$ cat config.mk
export PLATFORM = sky130hd
export DESIGN_NAME = hsw_channel_ctrl
export DESIGN_NICKNAME = d
export VERILOG_FILES = /design/src/rtl/hsw_pkg.sv /design/src/rtl/hsw_cycle_timer.sv /design/src/rtl/hsw_wrap_counter.sv /design/src/rtl/hsw_ctrl_fsm.sv /design/src/rtl/hsw_channel_ctrl.sv
export SDC_FILE = /design/constraint.sdc
export NUM_CORES = 1
export LEC_CHECK = 0
export ABC_AREA = 1
export BUFFER_PORTS_ARGS = -buffer_cell sky130_fd_sc_hd__clkbuf_2
export CORE_UTILIZATION = 50
export CTS_CLUSTER_DIAMETER = 80
export DETAILED_ROUTE_END_ITERATION = 8
export PLACE_DENSITY = 0.82
export SLEW_MARGIN = 20
export SYNTH_ARGS = -nofsm -noshare
export SYNTH_HDL_FRONTEND = slang
export SYNTH_SLANG_ARGS = --single-unit
$ cat constraint.sdc
create_clock -name clk_i -period 1.9 [get_ports clk_i]
set_clock_uncertainty 0.1 [all_clocks]
set_input_delay 0.095 -clock clk_i [delete_from_list [all_inputs] [get_ports clk_i]]
set_output_delay 0.095 -clock clk_i [all_outputs]
set_load 0.05 [all_outputs]
$ cat src/rtl/hsw_pkg.sv
package hsw_pkg;

  typedef enum logic [2:0] {
    ST_OFF   = 3'd0,
    ST_SOFT  = 3'd1,
    ST_RUN   = 3'd2,
    ST_LIMIT = 3'd3,
    ST_KICK  = 3'd4,
    ST_LATCH = 3'd5,
    ST_WAIT  = 3'd6
  } hsw_state_e;

  // width able to hold the largest of three cycle counts
  function automatic int unsigned span_width(input int unsigned a,
                                             input int unsigned b,
                                             input int unsigned c);
    int unsigned m;
    m = (a > b) ? a : b;
    m = (m > c) ? m : c;
    return (m < 2) ? 1 : $clog2(m);
  endfunction

  // cycles spent in the retry wait before a restart
  function automatic int unsigned retry_wait_cycles(input int unsigned tmo,
                                                    input int unsigned reps);
    return tmo * reps;
  endfunction

  // states in which the shared timer advances
  function automatic logic state_timed(input hsw_state_e s);
    return (s == ST_SOFT) || (s == ST_KICK) || (s == ST_LIMIT) || (s == ST_WAIT);
  endfunction

  // states that count as a fault
  function automatic logic state_faulted(input hsw_state_e s);
    return (s == ST_LATCH) || (s == ST_WAIT);
  endfunction

endpackage

$ cat src/rtl/hsw_cycle_timer.sv
module hsw_cycle_timer #(
  parameter int unsigned CW = 4
) (
  input  logic          clk_i,
  input  logic          rst_i,
  input  logic          clr_i,
  input  logic          run_i,
  input  logic [CW-1:0] last_i,
  output logic          term_o
);

  logic [CW-1:0] cnt_q;

  assign term_o = run_i && (cnt_q == last_i);

  always_ff @(posedge clk_i) begin
    if (rst_i || clr_i || !run_i) begin
      cnt_q <= '0;
    end else if (term_o) begin
      cnt_q <= '0;
    end else begin
      cnt_q <= cnt_q + 1'b1;
    end
  end

  // the running count never passes the terminal value of its window
  a_r3_cnt_in_window: assert property (@(posedge clk_i) disable iff (rst_i)
    (run_i && !clr_i) |-> (cnt_q <= last_i));

endmodule

$ cat src/rtl/hsw_wrap_counter.sv
module hsw_wrap_counter #(
  parameter int unsigned N = 64,
  localparam int unsigned W = (N < 2) ? 1 : $clog2(N)
) (
  input  logic clk_i,
  input  logic rst_i,
  input  logic clr_i,
  input  logic inc_i,
  output logic last_o
);

  localparam logic [W-1:0] TOP = W'(N - 1);

  logic [W-1:0] cnt_q;

  assign last_o = (cnt_q == TOP);

  always_ff @(posedge clk_i) begin
    if (rst_i || clr_i) begin
      cnt_q <= '0;
    end else if (inc_i) begin
      cnt_q <= last_o ? '0 : cnt_q + 1'b1;
    end
  end

  // the completed-period count stays within the configured number
  a_r6_count_bound: assert property (@(posedge clk_i) disable iff (rst_i)
    cnt_q <= TOP);

  // a count step happens only on a period boundary
  a_r6_step_on_inc: assert property (@(posedge clk_i) disable iff (rst_i)
    (!inc_i && !clr_i) |=> $stable(cnt_q));

endmodule

$ cat src/rtl/hsw_ctrl_fsm.sv
module hsw_ctrl_fsm
  import hsw_pkg::*;
(
  input  logic       clk_i,
  input  logic       rst_i,
  input  logic       en_i,
  input  logic       auto_retry_i,
  input  logic       ilim_i,
  input  logic       short_i,
  input  logic       tmr_term_i,
  input  logic       rty_last_i,
  output hsw_state_e st_q_o,
  output hsw_state_e st_nxt_o,
  output logic       gate_on_o,
  output logic       gate_pull_o,
  output logic       ss_rst_o,
  output logic       fault_n_o
);

  hsw_state_e st_q;
  hsw_state_e st_nxt;
  logic       oc;

  assign oc = ilim_i || short_i;

  always_comb begin
    st_nxt = st_q;
    if (!en_i) begin
      st_nxt = ST_OFF;
    end else begin
      unique case (st_q)
        ST_OFF:   st_nxt = ST_SOFT;
        ST_SOFT: begin
          if (short_i)         st_nxt = ST_KICK;
          else if (tmr_term_i) st_nxt = ST_RUN;
        end
        ST_RUN: begin
          if (short_i)     st_nxt = ST_KICK;
          else if (ilim_i) st_nxt = ST_LIMIT;
        end
        ST_KICK: begin
          if (tmr_term_i) st_nxt = oc ? ST_LIMIT : ST_RUN;
        end
        ST_LIMIT: begin
          if (!oc)             st_nxt = ST_RUN;
          else if (tmr_term_i) st_nxt = auto_retry_i ? ST_WAIT : ST_LATCH;
        end
        ST_LATCH: st_nxt = ST_LATCH;
        ST_WAIT: begin
          if (tmr_term_i && rty_last_i) st_nxt = ST_SOFT;
        end
        default:  st_nxt = ST_OFF;
      endcase
    end
  end

  always_ff @(posedge clk_i) begin
    if (rst_i) st_q <= ST_OFF;
    else       st_q <= st_nxt;
  end

  assign gate_on_o   = (st_q == ST_SOFT) || (st_q == ST_RUN) || (st_q == ST_LIMIT);
  assign gate_pull_o = (st_q == ST_KICK);
  assign ss_rst_o    = (st_q == ST_OFF) || state_faulted(st_q);
  assign fault_n_o   = !state_faulted(st_q);
  assign st_q_o      = st_q;
  assign st_nxt_o    = st_nxt;

  // a low enable leaves the channel off with the fault released
  a_r10_enable_off: assert property (@(posedge clk_i) disable iff (rst_i)
    !en_i |=> (!gate_on_o && ss_rst_o && fault_n_o));

  // a latched fault survives as long as enable stays high
  a_r5_latch_hold: assert property (@(posedge clk_i) disable iff (rst_i)
    ((st_q == ST_LATCH) && en_i) |=> (st_q == ST_LATCH));

  // a fault appears only after an expiring timeout with overcurrent present
  a_r3_fault_needs_expiry: assert property (@(posedge clk_i) disable iff (rst_i)
    $fell(fault_n_o) |-> $past((st_q == ST_LIMIT) && tmr_term_i && oc));

  // the pulldown strobe is not cut short before its window ends
  a_r8_kick_full_width: assert property (@(posedge clk_i) disable iff (rst_i)
    (gate_pull_o && !tmr_term_i && en_i) |=> gate_pull_o);

endmodule

$ cat src/rtl/hsw_channel_ctrl.sv
module hsw_channel_ctrl
  import hsw_pkg::*;
#(
  parameter int unsigned TMO_CYC   = 16,
  parameter int unsigned SS_CYC    = 8,
  parameter int unsigned KICK_CYC  = 2,
  parameter int unsigned RETRY_CNT = 64
) (
  input  logic clk_i,
  input  logic rst_i,
  input  logic en_i,
  input  logic auto_retry_i,
  input  logic ilim_i,
  input  logic short_i,
  output logic gate_on_o,
  output logic gate_pull_o,
  output logic ss_rst_o,
  output logic fault_n_o
);

  localparam int unsigned CW = span_width(TMO_CYC, SS_CYC, KICK_CYC);
  localparam logic [CW-1:0] TMO_LAST  = CW'(TMO_CYC - 1);
  localparam logic [CW-1:0] SS_LAST   = CW'(SS_CYC - 1);
  localparam logic [CW-1:0] KICK_LAST = CW'(KICK_CYC - 1);

  hsw_state_e    st_q;
  hsw_state_e    st_nxt;
  logic          tmr_clr;
  logic          tmr_run;
  logic          tmr_term;
  logic [CW-1:0] tmr_last;
  logic          rty_clr;
  logic          rty_inc;
  logic          rty_last;

  assign tmr_clr = (st_nxt != st_q);
  assign tmr_run = state_timed(st_q);

  always_comb begin
    unique case (st_q)
      ST_SOFT:  tmr_last = SS_LAST;
      ST_KICK:  tmr_last = KICK_LAST;
      ST_LIMIT: tmr_last = TMO_LAST;
      ST_WAIT:  tmr_last = TMO_LAST;
      default:  tmr_last = '0;
    endcase
  end

  assign rty_clr = (st_q != ST_WAIT) || tmr_clr;
  assign rty_inc = (st_q == ST_WAIT) && tmr_term;

  hsw_cycle_timer #(.CW(CW)) u_timer (
    .clk_i  (clk_i),
    .rst_i  (rst_i),
    .clr_i  (tmr_clr),
    .run_i  (tmr_run),
    .last_i (tmr_last),
    .term_o (tmr_term)
  );

  hsw_wrap_counter #(.N(RETRY_CNT)) u_retry (
    .clk_i  (clk_i),
    .rst_i  (rst_i),
    .clr_i  (rty_clr),
    .inc_i  (rty_inc),
    .last_o (rty_last)
  );

  hsw_ctrl_fsm u_fsm (
    .clk_i        (clk_i),
    .rst_i        (rst_i),
    .en_i         (en_i),
    .auto_retry_i (auto_retry_i),
    .ilim_i       (ilim_i),
    .short_i      (short_i),
    .tmr_term_i   (tmr_term),
    .rty_last_i   (rty_last),
    .st_q_o       (st_q),
    .st_nxt_o     (st_nxt),
    .gate_on_o    (gate_on_o),
    .gate_pull_o  (gate_pull_o),
    .ss_rst_o     (ss_rst_o),
    .fault_n_o    (fault_n_o)
  );

  // a restart out of the retry wait follows the final counted period
  a_r6_restart_after_wait: assert property (@(posedge clk_i) disable iff (rst_i)
    ((st_q == ST_SOFT) && ($past(st_q) == ST_WAIT)) |-> $past(tmr_term && rty_last));

  // the fault line rises while enabled only at a restart
  a_r6_clear_at_restart: assert property (@(posedge clk_i) disable iff (rst_i)
    ($rose(fault_n_o) && $past(en_i)) |-> (gate_on_o && !ss_rst_o));

  // reset leaves the channel off with the fault released
  a_r1_reset_off: assert property (@(posedge clk_i)
    rst_i |=> (!gate_on_o && !gate_pull_o && ss_rst_o && fault_n_o));

endmodule

**Word level (Yosys, flattened, before mapping)**

Cells that the tools add are included.

- Register bits after elaboration: 13
- Word-level logic and storage cells: 49
- Bits in writable memories: 0
- Memories kept: 0
- ROM bits: 0
- Bits in latches: 0

- $add $sub $neg: 2
- Div/mod/pow operators: 0
- Bitwise gates (word level): 0
- Reduce and logical (&&, ||, !) cells: 20
- Eq/ne operators: 10
- Multiplexer cells: 14
- Shift-type cells: 0
- $lt $le $gt $ge: 0
- Multiply operators: 0

Operators with widths:

| cell | count |
|---|---|
| 2-to-1 mux 3 bit | 9 |
| case mux 3 bit (7 select lines) | 1 |
| logical OR 1 bit | 12 |
| case mux 4 bit (3 select lines) | 1 |
| equality test 3 bit (second input constant) | 3 |
| adder 6 x 1 -> 6 bit (second input constant) | 1 |
| equality test 3 x 2 -> 1 bit (second input constant) | 2 |
| equality test 6 bit (second input constant) | 1 |
| 2-to-1 mux 6 bit | 1 |
| adder 4 x 1 -> 4 bit (second input constant) | 1 |
| equality test 4 bit | 1 |
| OR reduction 2 bit | 2 |
| equality test 3 x 1 -> 1 bit (second input constant) | 1 |
| logical AND 1 bit | 3 |
| zero test 3 bit | 1 |
| inequality test 3 bit | 1 |
| inequality test 3 bit (second input constant) | 1 |
| zero test 1 bit | 2 |
| 2-to-1 mux 2 bit | 1 |
| 2-to-1 mux 1 bit | 1 |

**Depth between registers and ports, before layout**

Gate-level depths: netlist of run 1.

- Depth in word-level cells: 13
- Gate-level depth with buffers: 16
- Mapped depth without buffers: 16

**By module**

From an unflattened synthesis of run 1, not the netlist that was laid out.

- Cells, all modules: 164
- Area, all modules: 962.2 µm²

By module, submodules not included:

| module | area an instance (µm²) | sequential area each (µm²) | cells an instance | times used |
|---|---|---|---|---|
| hsw_ctrl_fsm | 322.8 | 60.1 | 65 | 1 |
| hsw_wrap_counter | 295.3 | 120.1 | 42 | 1 |
| hsw_cycle_timer | 237.7 | 80.1 | 34 | 1 |
| hsw_channel_ctrl | 106.4 | 0.0 | 23 | 1 |

**Least setup slack after synthesis of run 1**

No wires, ideal clock.

- Path kind: register to register
- Start: register u_fsm.st_q[0] (netlist: u_fsm.st_q_o[0])
- End: register u_retry.cnt_q[0]
- Slack: -0.309 ns
- Cell stages (with the launch flop): 14
- Arrival: 2.043 ns
- Path buffers: 0
- Required time: 1.734 ns
- Cell sequence: dfxtp_1 inv_2 nand2_2 nor2_1 nand2_1 nand2_1 nand2_1 nand2_1 nand2_1 nand2_1 nand2_1 nor2_4 nand3_2 nor2_1

- Word-level cells in the longest chain between the ends: 12
- Elaborated cells between the ends (all ways): 30
- Classes of those cells: 9 x eq/ne; 11 x mux; 10 x reduce/logical

RTL lines:

| what | line | RTL |
|---|---|---|
| start: declaration | hsw_ctrl_fsm.sv:20 | `hsw_state_e st_q;` |
| start signal: assignment | hsw_ctrl_fsm.sv:59 | `else st_q <= st_nxt;` |
| equality test 3 bit * | -- |  |
| named net gate_pull_o | hsw_channel_ctrl.sv:16 | `output logic gate_pull_o,` |
| branches (longest 11 deep; another with case mux 3 bit (7 select lines)) | -- |  |
| end signal: assignment | hsw_wrap_counter.sv:22 | `cnt_q <= last_o ? '0 : cnt_q + 1'b1;` |
| end: declaration | hsw_wrap_counter.sv:14 | `logic [W-1:0] cnt_q;` |

Mark *: on every way through the listed nets, which the timed path passes.
A chain may end at the register's enable or synchronous reset.

**Final worst setup path of run 1**

- Start: register u_fsm.st_q[0] (netlist: u_fsm.st_q_o[0])
- End: register u_retry.cnt_q[0]

- Word-level cells in the longest chain between the ends: 12
- Elaborated cells between the ends (all ways): 30
- Classes of those cells: 9 x eq/ne; 11 x mux; 10 x reduce/logical

RTL lines:

| what | line | RTL |
|---|---|---|
| equality test 3 x 2 -> 1 bit, or another cell as far along | hsw_pkg.sv:31, hsw_ctrl_fsm.sv:31, hsw_channel_ctrl.sv:40 |  |
| OR reduction 2 bit (no source line) / logical OR 1 bit (equally long branches) | -- |  |
| case mux 4 bit (3 select lines) / logical OR 1 bit (equally long branches) | hsw_channel_ctrl.sv:40, hsw_pkg.sv:31 |  |
| equality test 4 bit / logical OR 1 bit (equally long branches) | hsw_cycle_timer.sv:14, hsw_pkg.sv:31 |  |
| logical AND 1 bit | hsw_cycle_timer.sv:14 | `assign term_o = run_i && (cnt_q == last_i);` |
| 2-to-1 mux 3 bit, or another cell as far along | hsw_ctrl_fsm.sv:46 | `else if (tmr_term_i) st_nxt = auto_retry_i ? ST_WAIT : ST_LATCH;` |
| 2-to-1 mux 3 bit (on tied branches) | hsw_ctrl_fsm.sv:45, hsw_ctrl_fsm.sv:34, hsw_ctrl_fsm.sv:50 |  |
| case mux 3 bit (7 select lines) | hsw_ctrl_fsm.sv:31 | `unique case (st_q)` |
| 2-to-1 mux 3 bit | hsw_ctrl_fsm.sv:28 | `if (!en_i) begin` |
| inequality test 3 bit | hsw_channel_ctrl.sv:36 | `assign tmr_clr = (st_nxt != st_q);` |
| logical OR 1 bit | hsw_channel_ctrl.sv:49 | `assign rty_clr = (st_q != ST_WAIT) \|\| tmr_clr;` |
| logical OR 1 bit | hsw_wrap_counter.sv:19 | `if (rst_i \|\| clr_i) begin` |

Several ways; a longest one is shown, not always the timed one.

==> results of run 1 <==
[metrics by stage]
| step | total power (W) | worst slack [ns] | hold slack, ns | area [um2] | TNS [ns] |
|---|---|---|---|---|---|
| after floorplan | 0.000346 | 0.160 | 0.0674 | 928 | 0 |
| after global placement | 0.000371 | -0.0549 | 0.215 | 1050 | -0.287 |
| after detailed placement | 0.000373 | -0.118 | 0.221 | 1050 | -0.871 |
| after CTS | 0.000539 | 0.0153 | 0.0177 | 1110 | 0 |
| after global routing | 0.000589 | -0.168 | 0.0322 | 1280 | -1.38 |
| final | 0.000553 | -0.0397 | 0.0202 | 1280 | -0.143 |
[layout by cell type (no fill, tap or decap), types with 2 or more instances in the layout]
cell type  instances
inv_2              3
nand2_2            8
nor2_4             4
nand2_4            5
nand3_1            8
inv_1             15
nand2_1           33
ha_1               2
inv_4              2
dfxtp_2            3
clkbuf_2           9
nand3_4            3
o21ai_0            4
nor2_2             9
clkbuf_4           3
nor2_1            21
xnor2_1            3
dfxtp_4            3
buf_4             11
nand3_2            6
xor2_1             3
dfxtp_1            7
[cells by family (layout without fill, tap and decap cells)]
| group | count (synthesis) | in the layout |
|---|---|---|
| simple gates | 101 | 101 |
| fa+ha+maj | 2 | 2 |
| xor+xnor | 6 | 6 |
| flops | 13 | 13 |
| buf+inv | 22 | 47 |
| compound gates | 5 | 5 |
[final cells by class]
cell class                      count  area [um2]  share of cell area
Timing Repair Buffer               22         149               0.116
Clock buffer                        3        22.5              0.0176
Tap cell                           25        31.3              0.0244
Multi-Input combinational cell    114         708               0.553
Sequential cell                    13         275               0.215
Inverter                           21        88.8              0.0694
Clock inverter                      1        5.00             0.00391
[worst max-delay path, delay by kind of cell, from the launching register on]
kind,cells,cell delay (ns)
AND/OR/NAND/NOR,14,1.29
flip-flops,1,0.38
buffers and inverters,1,0.09
[sequential cells by signal, summed over array words and instances (netlist names)]
name and flops:
u_timer.cnt_q 4, u_fsm.st_q_o 3, u_retry.cnt_q 6
[repair_timing]
| action | in CTS | in global routing |
|---|---|---|
| endpoints found under the hold margin | 3 | 0 |
| hold buffers | 1 | 0 |
| resized for setup | 6 | 42 |
| setup buffers | 0 | 4 |
| pin swaps | 1 | 22 |
| setup endpoints to repair | 10 | 10 |
[power groups by stage]
stage	clock network, W	logic, W	registers (W)
after global placement	0	0.0000849	0.000286
after global routing	0.000188	0.000121	0.000279
after floorplan	0	0.0000608	0.000285
after CTS	0.000169	0.0000898	0.000280
final	0.000163	0.000111	0.000279
after detailed placement	0	0.0000867	0.000286
[worst min path at each step]
stage / to / cells after the start
floorplan: u_fsm.st_q_o[0] / 1
global placement: u_fsm.st_q_o[1] / 2
detailed placement: u_fsm.st_q_o[0] / 2
CTS: u_fsm.st_q_o[1] / 3
global route: u_fsm.st_q_o[2] / 3
finish: u_fsm.st_q_o[2] / 3
[layer usage]
metal | vias up | global-route usage
li1 | 516 | -
met1 | 433 | 0.280
met2 | 14 | 0.374
met3 | 4 | 0.0240
met4 | 0 | 0.0606
met5 | - | 0
==> qor.csv, run 1 <==
metric;value;unit
yosys.area_share.xor_xnor;0.0571;
insertion_delay;0.27;ns
wl_met1;906;um
grt_start_max_net_pins;9;
grt_pass1_vias;824;
synthArstFlopShare;0;
cpMostUsedCell;nand2_1;
coreArea;1730;um2
crit_type;reg2reg;
dr.pass1.iters;4;
placed_cells;190;
fin_util;0.741;
violations;setup timing;
rrSetupSlack;-0.04;ns
globalRouteOverflowTotal;0;
syn-cell-area;921;um2
cp.arrival;2.04;ns
ys_seq_area_frac;0.283;
wire_per_inst;10.8;um
end_kind;register;
clockBufferDepth;2;
synthesis.nets;157;
tightestPinTransition;0.264;ns
synth_top_area_cell;dfxtp_1;
crit_end;u_retry.cnt_q[0];
drive_above_1_share;0.420;
synth_compound_area_frac;0.0299;
synthSimpleGateAreaFrac;0.505;
min_period;1.94;ns
yosysWarnings;0;
finalCritPeriodShare;1.02;
relSlewSlack;0.822;
irDropWorstVdd;0.000389;V
wl_met2;1180;um
clock-sinks;13;
synth_top_family_by_area;simple AND/OR/NAND/NOR gates;
finalHoldViolCount;0;
synthCells;149;
max_cap_viol_count;0;
ant_nets;0;
via_count;967;
highest_layer;met4;
synth-seq-cells;13;
cts_buffers;3;
grt_pass1_wl;3220;um
layout_setup_ws;-0.0397;ns
worstSetupStartpoint;u_fsm.st_q_o[0];
nets;183;
synth.distinct_cells;21;
critPathRequiredTime;2.00;ns
dr_wl_met3;48;um
critPathMaxStageDelay;0.38;ns
internal_power;0.000391;W
setup_viol;6;
r2r_start;u_fsm.st_q_o[0];
yosys.area_share.adder;0.0272;
power.share.combinational;0.201;
num_rows;15;
ios;10;
slew_violations;0;
area_delta_synth_final;39.0;%
synthTopCellsByArea;dfxtp_1 28%, nand2_1 17%, nor2_1 12%;
syn_avg_cell_area;6.18;um2
status;finished, violations left;
slowest_stage;dfxtp_4;
cp_max_fo;7;
fmax;0.516;GHz
cts_root_buf;clkbuf_4;
antenna_cells;0;
p_sw;0.000162;W
initial_core_util;0.533;
yosysMostFrequentCell;nand2_1;
antenna_found_initial;0;
synth_edf_count;0;
cp-start-kind;register;
seqPwrFrac;0.504;
powerDensity;432;nW/um2
synthFlopType;dfxtp_1;
crit_chain;inv_6 -> nand2_4 -> nand2_4 -> nand3_4 -> nor2_4 -> nand2_2 -> nor2_1 -> nor2_1 -> nand2_1 -> nand2_1 -> nand2_1 -> nand2_2 -> nor2_4 -> nand3_4 -> nor2_2;
path_clk_slew;0.08;ns
dp_hpwl;1550;um
fin_cells;199;
fillers;143;
htree_levels;1;
min_from;en_i;
dieArea;2020;um2
r2r-end;u_retry.cnt_q[0];
gp_congestion;0.868;
synth_mux_area_frac;0;
fp.dieW;44.9;um
drt-initial-drc-count;13;
grt.total_usage;0.215;
port_buffers;9;
rsz0062_at_grt;true;
tritoncts;yes;
p_leak;0.572;nW
ff2ff_path_depth;15;
sw_frac_of_total;0.293;
power_frac_clock;0.294;
vias_per_cell;4.86;
yosys-top-cells-count;42 x nand2_1, 30 x nor2_1, 17 x inv_1, 13 x dfxtp_1, 13 x nand3_1;
die_h;44.9;um
synth_top_cell_area_share;0.283;
drt-total-wl;2150;um
hp-class;in2reg;
remaining_drc_errors;0;
(Power assumes the default switching activity.)
==> run 2: changes to the inputs <==
--- a/config.mk
+++ b/config.mk
@@ -6,11 +6,11 @@
 export NUM_CORES = 1
 export LEC_CHECK = 0
 export ABC_AREA = 1
-export BUFFER_PORTS_ARGS = -buffer_cell sky130_fd_sc_hd__clkbuf_2
 export CORE_UTILIZATION = 50
 export CTS_CLUSTER_DIAMETER = 80
 export DETAILED_ROUTE_END_ITERATION = 8
-export PLACE_DENSITY = 0.82
+export DONT_BUFFER_PORTS = 1
+export PLACE_DENSITY = 0.8
 export SLEW_MARGIN = 20
 export SYNTH_ARGS = -nofsm -noshare
 export SYNTH_HDL_FRONTEND = slang
==> constraint.sdc (replaced) <==
create_clock -name clk_i -period 1.72 [get_ports clk_i]
set_clock_uncertainty 0.1 [all_clocks]
set_input_delay 0.086 -clock clk_i [delete_from_list [all_inputs] [get_ports clk_i]]
set_output_delay 0.086 -clock clk_i [all_outputs]
set_load 0.05 [all_outputs]
==> qor.csv, run 2 (synthesis results as in run 1) <==
metric;value;unit
critPathRequiredTime;1.83;ns
path_clk_slew;0.08;ns
gp_congestion;0.878;
num_rows;15;
insertion_delay;0.28;ns
min_period;2.10;ns
cp_max_fo;7;
fin_setup_tns;-3.76;ns
setup_viol;12;
cts_root_buf;clkbuf_4;
fmax;0.476;GHz
vias_per_cell;5.33;
grt_pass1_vias;937;
pre_cts_slack;-0.198;ns
ff2ff_path_depth;15;
antenna_cells;0;
clock-sinks;13;
cp-start-kind;register;
finalHoldViolCount;0;
globalRouteOverflowTotal;0;
dr.pass1.iters;4;
wire_per_inst;14.9;um
antenna_found_initial;0;
rsz0062_at_grt;true;
powerDensity;452;nW/um2
htree_levels;1;
initial_core_util;0.533;
cp.arrival;2.21;ns
layout_commonest_cell;buf_4;
fillers;100;
status;finished, violations left;
ant_nets;0;
dieArea;2020;um2
remaining_drc_errors;0;
most-common-layout-cells;29 x buf_4, 25 x nand2_1, 18 x nor2_1, 18 x nand2_2, 14 x inv_1;
grt_pass1_wl;3860;um
finalCritPeriodShare;1.22;
tritoncts;yes;
dp_hpwl;1800;um
max_cap_viol_count;0;
min_delay_path_depth;4;
drt-total-wl;3120;um
area_delta_synth_final;52.7;%
layout_setup_ws;-0.381;ns
clockBufferDepth;2;
slew_violations;0;
tightestPinTransition;0.528;ns
grt.total_usage;0.268;
largest_reg_flops;6;
crit_type;reg2reg;
cts_buffers;3;
largest_register;u_retry.cnt_q;
grt_start_max_net_pins;9;
ios;10;
end_kind;register;
drt-initial-drc-count;64;
drive_above_1_share;0.500;
port_buffers;0;
via_count;1114;
p_leak;0.616;nW
relSlewSlack;0.647;
die_h;44.9;um
irDropWorstVdd;0.000616;V
coreArea;1730;um2
hp-class;in2reg;
violations;setup timing;
fp.dieW;44.9;um
nets;193;
-- run 2: cell types whose count changed in the layout (fill, tap and decap cells not counted), moves of 3 or more --
cell	change
buf_4	+18
nand2_2	+10
clkbuf_2	-9
nand2_1	-8
nor2_1	-3
-- run 2: final timing paths --
check / slack [ns] / from / endpoint
worst max-delay path: -0.38 / u_fsm.st_q_o[1] / u_timer.cnt_q[1]
worst min-delay path: 0.02 / en_i / u_fsm.st_q_o[0]
worst max register to register: -0.38 / u_fsm.st_q_o[1] / u_timer.cnt_q[1]
worst min register to register: 0.43 / u_retry.cnt_q[5] / u_retry.cnt_q[5]
-- run 2: power by group --
part           internal (W)  switching (W)  total (W)
Sequential         0.000301     0.00000727   0.000308
Combinational     0.0000559      0.0000865   0.000142
Clock             0.0000900      0.0000947   0.000185
-- run 2: layout make-up --
type	instances	area, um2	area share
sequential	13	273	0.194
multi-input combinational	114	733	0.521
timing repair buffer	32	249	0.177
clock buffer	4	26.3	0.0187
inverter	21	93.8	0.0667
tap	25	31.3	0.0222
-- run 2: layer usage --
metal | share of wire | routed length, um | global-route usage
met5 | 0 | 0 | 0
met2 | 0.52 | 1630 | 0.468
met1 | 0.37 | 1150 | 0.301
met3 | 0.077 | 239 | 0.0680
met4 | 0.031 | 97 | 0.139
-- run 2: per-stage QoR --
step                       util  std cells  power, W  area (um2)  hold slack, ns
final                     0.814        209  0.000635        1410          0.0210
after global routing      0.814        209  0.000670        1410         0.00799
after CTS                 0.744        204  0.000621        1280         -0.0841
after detailed placement  0.663        198  0.000420        1140          0.0595
after global placement    0.663        198  0.000416        1140          0.0517
after floorplan               -        149  0.000384         937          0.0510
-- run 2: critical path, stage by stage, from the launching register on --
cell	delay [ns]
dfxtp_4	0.41
buf_4	0.15
nand3_1	0.14
nor2_2	0.18
nand2_1	0.09
nand2_1	0.06
inv_1	0.04
nand2_1	0.08
nor2_2	0.05
nand2_2	0.09
nand2_2	0.07
nand2_1	0.08
nand2_2	0.08
nor2_4	0.16
nand3_4	0.12
nor2_1	0.12
-- run 2: repair_timing --
item	CTS	global route
endpoints found under the setup margin	11	13
hold buffers	1	1
gates resized for setup	31	25
cloned	0	0
buffers inserted	1	4
hold endpoints to repair	3	2
pin swaps	5	21
==> run 3: changes to the inputs <==
--- a/config.mk
+++ b/config.mk
@@ -5,7 +5,7 @@
 export SDC_FILE = /design/constraint.sdc
 export NUM_CORES = 1
 export LEC_CHECK = 0
-export ABC_AREA = 1
+export ABC_AREA = 0
 export CORE_UTILIZATION = 50
 export CTS_CLUSTER_DIAMETER = 80
 export DETAILED_ROUTE_END_ITERATION = 8
==> qor.csv, run 3 <==
metric;value;unit
antenna_found_initial;0;
slowest_stage;dfxtp_2;
slew_violations;0;
area_delta_synth_final;44.4;%
crit_chain;buf_6 -> o31a_1 -> a211oi_2 -> nor2_1 -> a211o_1 -> nor4_1;
remaining_drc_errors;0;
critPathRequiredTime;1.79;ns
antenna_cells;0;
fmax;0.513;GHz
hp-class;in2reg;
syn_avg_cell_area;8.05;um2
finalCritPeriodShare;1.13;
clock-sinks;13;
critPathMaxStageDelay;0.35;ns
finalHoldViolCount;0;
layout_setup_ws;-0.228;ns
largest_reg_flops;6;
power.share.combinational;0.198;
fin_total_pwr;0.000615;W
synth_top_area_cell;dfxtp_1;
synth_top_cell_area_share;0.249;
synthTopCellsByArea;dfxtp_1 25%, nand3_1 4.8%, nor2_1 4.7%;
cp_max_fo;6;
tritoncts;yes;
irDropWorstVdd;0.000311;V
drt-total-wl;3170;um
nets;183;
ant_nets;0;
internal_power;0.000447;W
p_sw;0.000167;W
dieArea;2280;um2
most-common-layout-cells;39 x buf_4, 12 x nor2_1, 9 x nand2_1;
initial_core_util;0.533;
gp_congestion;0.948;
synth-seq-cells;13;
htree_levels;1;
largest_register;u_retry.cnt_q;
synthFlopType;dfxtp_1;
dp_hpwl;2440;um
yosys-top-cells-count;13 x dfxtp_1, 13 x nor2_1, 10 x nand3_1, 9 x nand2_1, 6 x nand2b_1;
fin_cells;201;
synthesis.nets;138;
grt.total_usage;0.289;
cts_root_buf;clkbuf_4;
final_cell_area;1510;um2
drt-initial-drc-count;25;
synthArstFlopShare;0;
path_clk_slew;0.08;ns
coreArea;1960;um2
synth.distinct_cells;52;
grt_pass1_wl;4600;um
ios;10;
fp.dieW;47.7;um
place_area;1370;um2
whs;0.00461;ns
grt_start_max_net_pins;11;
max_cap_viol_count;0;
synthCells;130;
setup_viol;12;
sw_frac_of_total;0.272;
synth_edf_count;0;
power_frac_clock;0.303;
layout_commonest_cell;buf_4;
via_count;1201;
p_leak;0.581;nW
placed_cells;192;
cts_buffers;3;
crit_type;reg2reg;
port_buffers;0;
vias_per_cell;5.98;
rsz0062_at_grt;true;
powerDensity;407;nW/um2
tightestPinTransition;0.312;ns
dr.pass1.iters;4;
wire_per_inst;15.8;um
clockBufferDepth;2;
cp-start-kind;register;
status;finished, violations left;
cp.arrival;2.02;ns
insertion_delay;0.28;ns
min_period;1.95;ns
yosysWarnings;0;
drive_above_1_share;0.414;
globalRouteOverflowTotal;0;
grt_pass1_vias;1091;
end_kind;register;
relSlewSlack;0.789;
syn-cell-area;1050;um2
ys_seq_area_frac;0.249;
seqPwrFrac;0.500;
num_rows;16;
violations;setup timing;
die_h;47.7;um
## run 3: final cells by class
type | instances | area [um2]
clock buffer | 4 | 26.3
multi-input combinational | 107 | 796
timing repair buffer | 46 | 369
tap | 27 | 33.8
sequential | 13 | 270
fill | 146 | 452
inverter | 4 | 15.0
## run 3: metal layers
layer  wire, um  global-route usage  part of all wire
met3        137              0.0340             0.043
met2       1670               0.519              0.53
met4         65               0.133             0.020
met5          0                   0                 0
met1       1300               0.340              0.41
## run 3: logic make-up after synthesis
group / share of synthesized area
xor gates and xnor gates: 0.0502
DFF: 0.249
and+or+nand+nor: 0.370
adders and majority gates: 0.0239
muxes: 0.0287
buffers and inverters: 0.0514
AOI/OAI and AO/OA: 0.227
## run 3: power by group through the flow
stage / logic [W] / registers, W / clock network, W
floorplan: 0.0000739 / 0.000313 / 0
global placement: 0.000104 / 0.000314 / 0
detailed placement: 0.000107 / 0.000314 / 0
CTS: 0.000116 / 0.000307 / 0.000187
global route: 0.000129 / 0.000307 / 0.000204
finish: 0.000122 / 0.000307 / 0.000186
## run 3: stage by stage
step	setup TNS (ns)	worst slack (ns)	utilization
final	-1.93	-0.228	0.770
after global routing	-2.58	-0.272	0.770
after CTS	-1.72	-0.200	0.754
after detailed placement	-2.90	-0.289	0.697
after global placement	-2.39	-0.248	0.697
after floorplan	-1.34	-0.321	-
## run 3: final timing paths
check	cells past startpoint	slack (ns)	to	from
max	6	-0.23	u_timer.cnt_q[3]	u_fsm.st_q_o[1]
max reg2reg	6	-0.23	u_timer.cnt_q[3]	u_fsm.st_q_o[1]
min reg2reg	2	0.41	u_retry.cnt_q[4]	u_retry.cnt_q[4]
min	4	0.005	u_retry.cnt_q[1]	rst_i
## run 3: worst max-delay path, delay by kind of cell (launching register included)
| kind | cells | cell delay (ns) |
|---|---|---|
| simple gates | 2 | 0.31 |
| flops | 1 | 0.35 |
| compound gates | 3 | 0.93 |
| buf+inv | 1 | 0.14 |
## run 3: what timing repair did
item	in CTS	in global routing
gates cloned	0	0
gates resized for setup	15	8
setup buffers	3	0
setup endpoints to repair	12	13
hold buffers	2	0
pin swaps	9	4
hold endpoints to repair	4	0
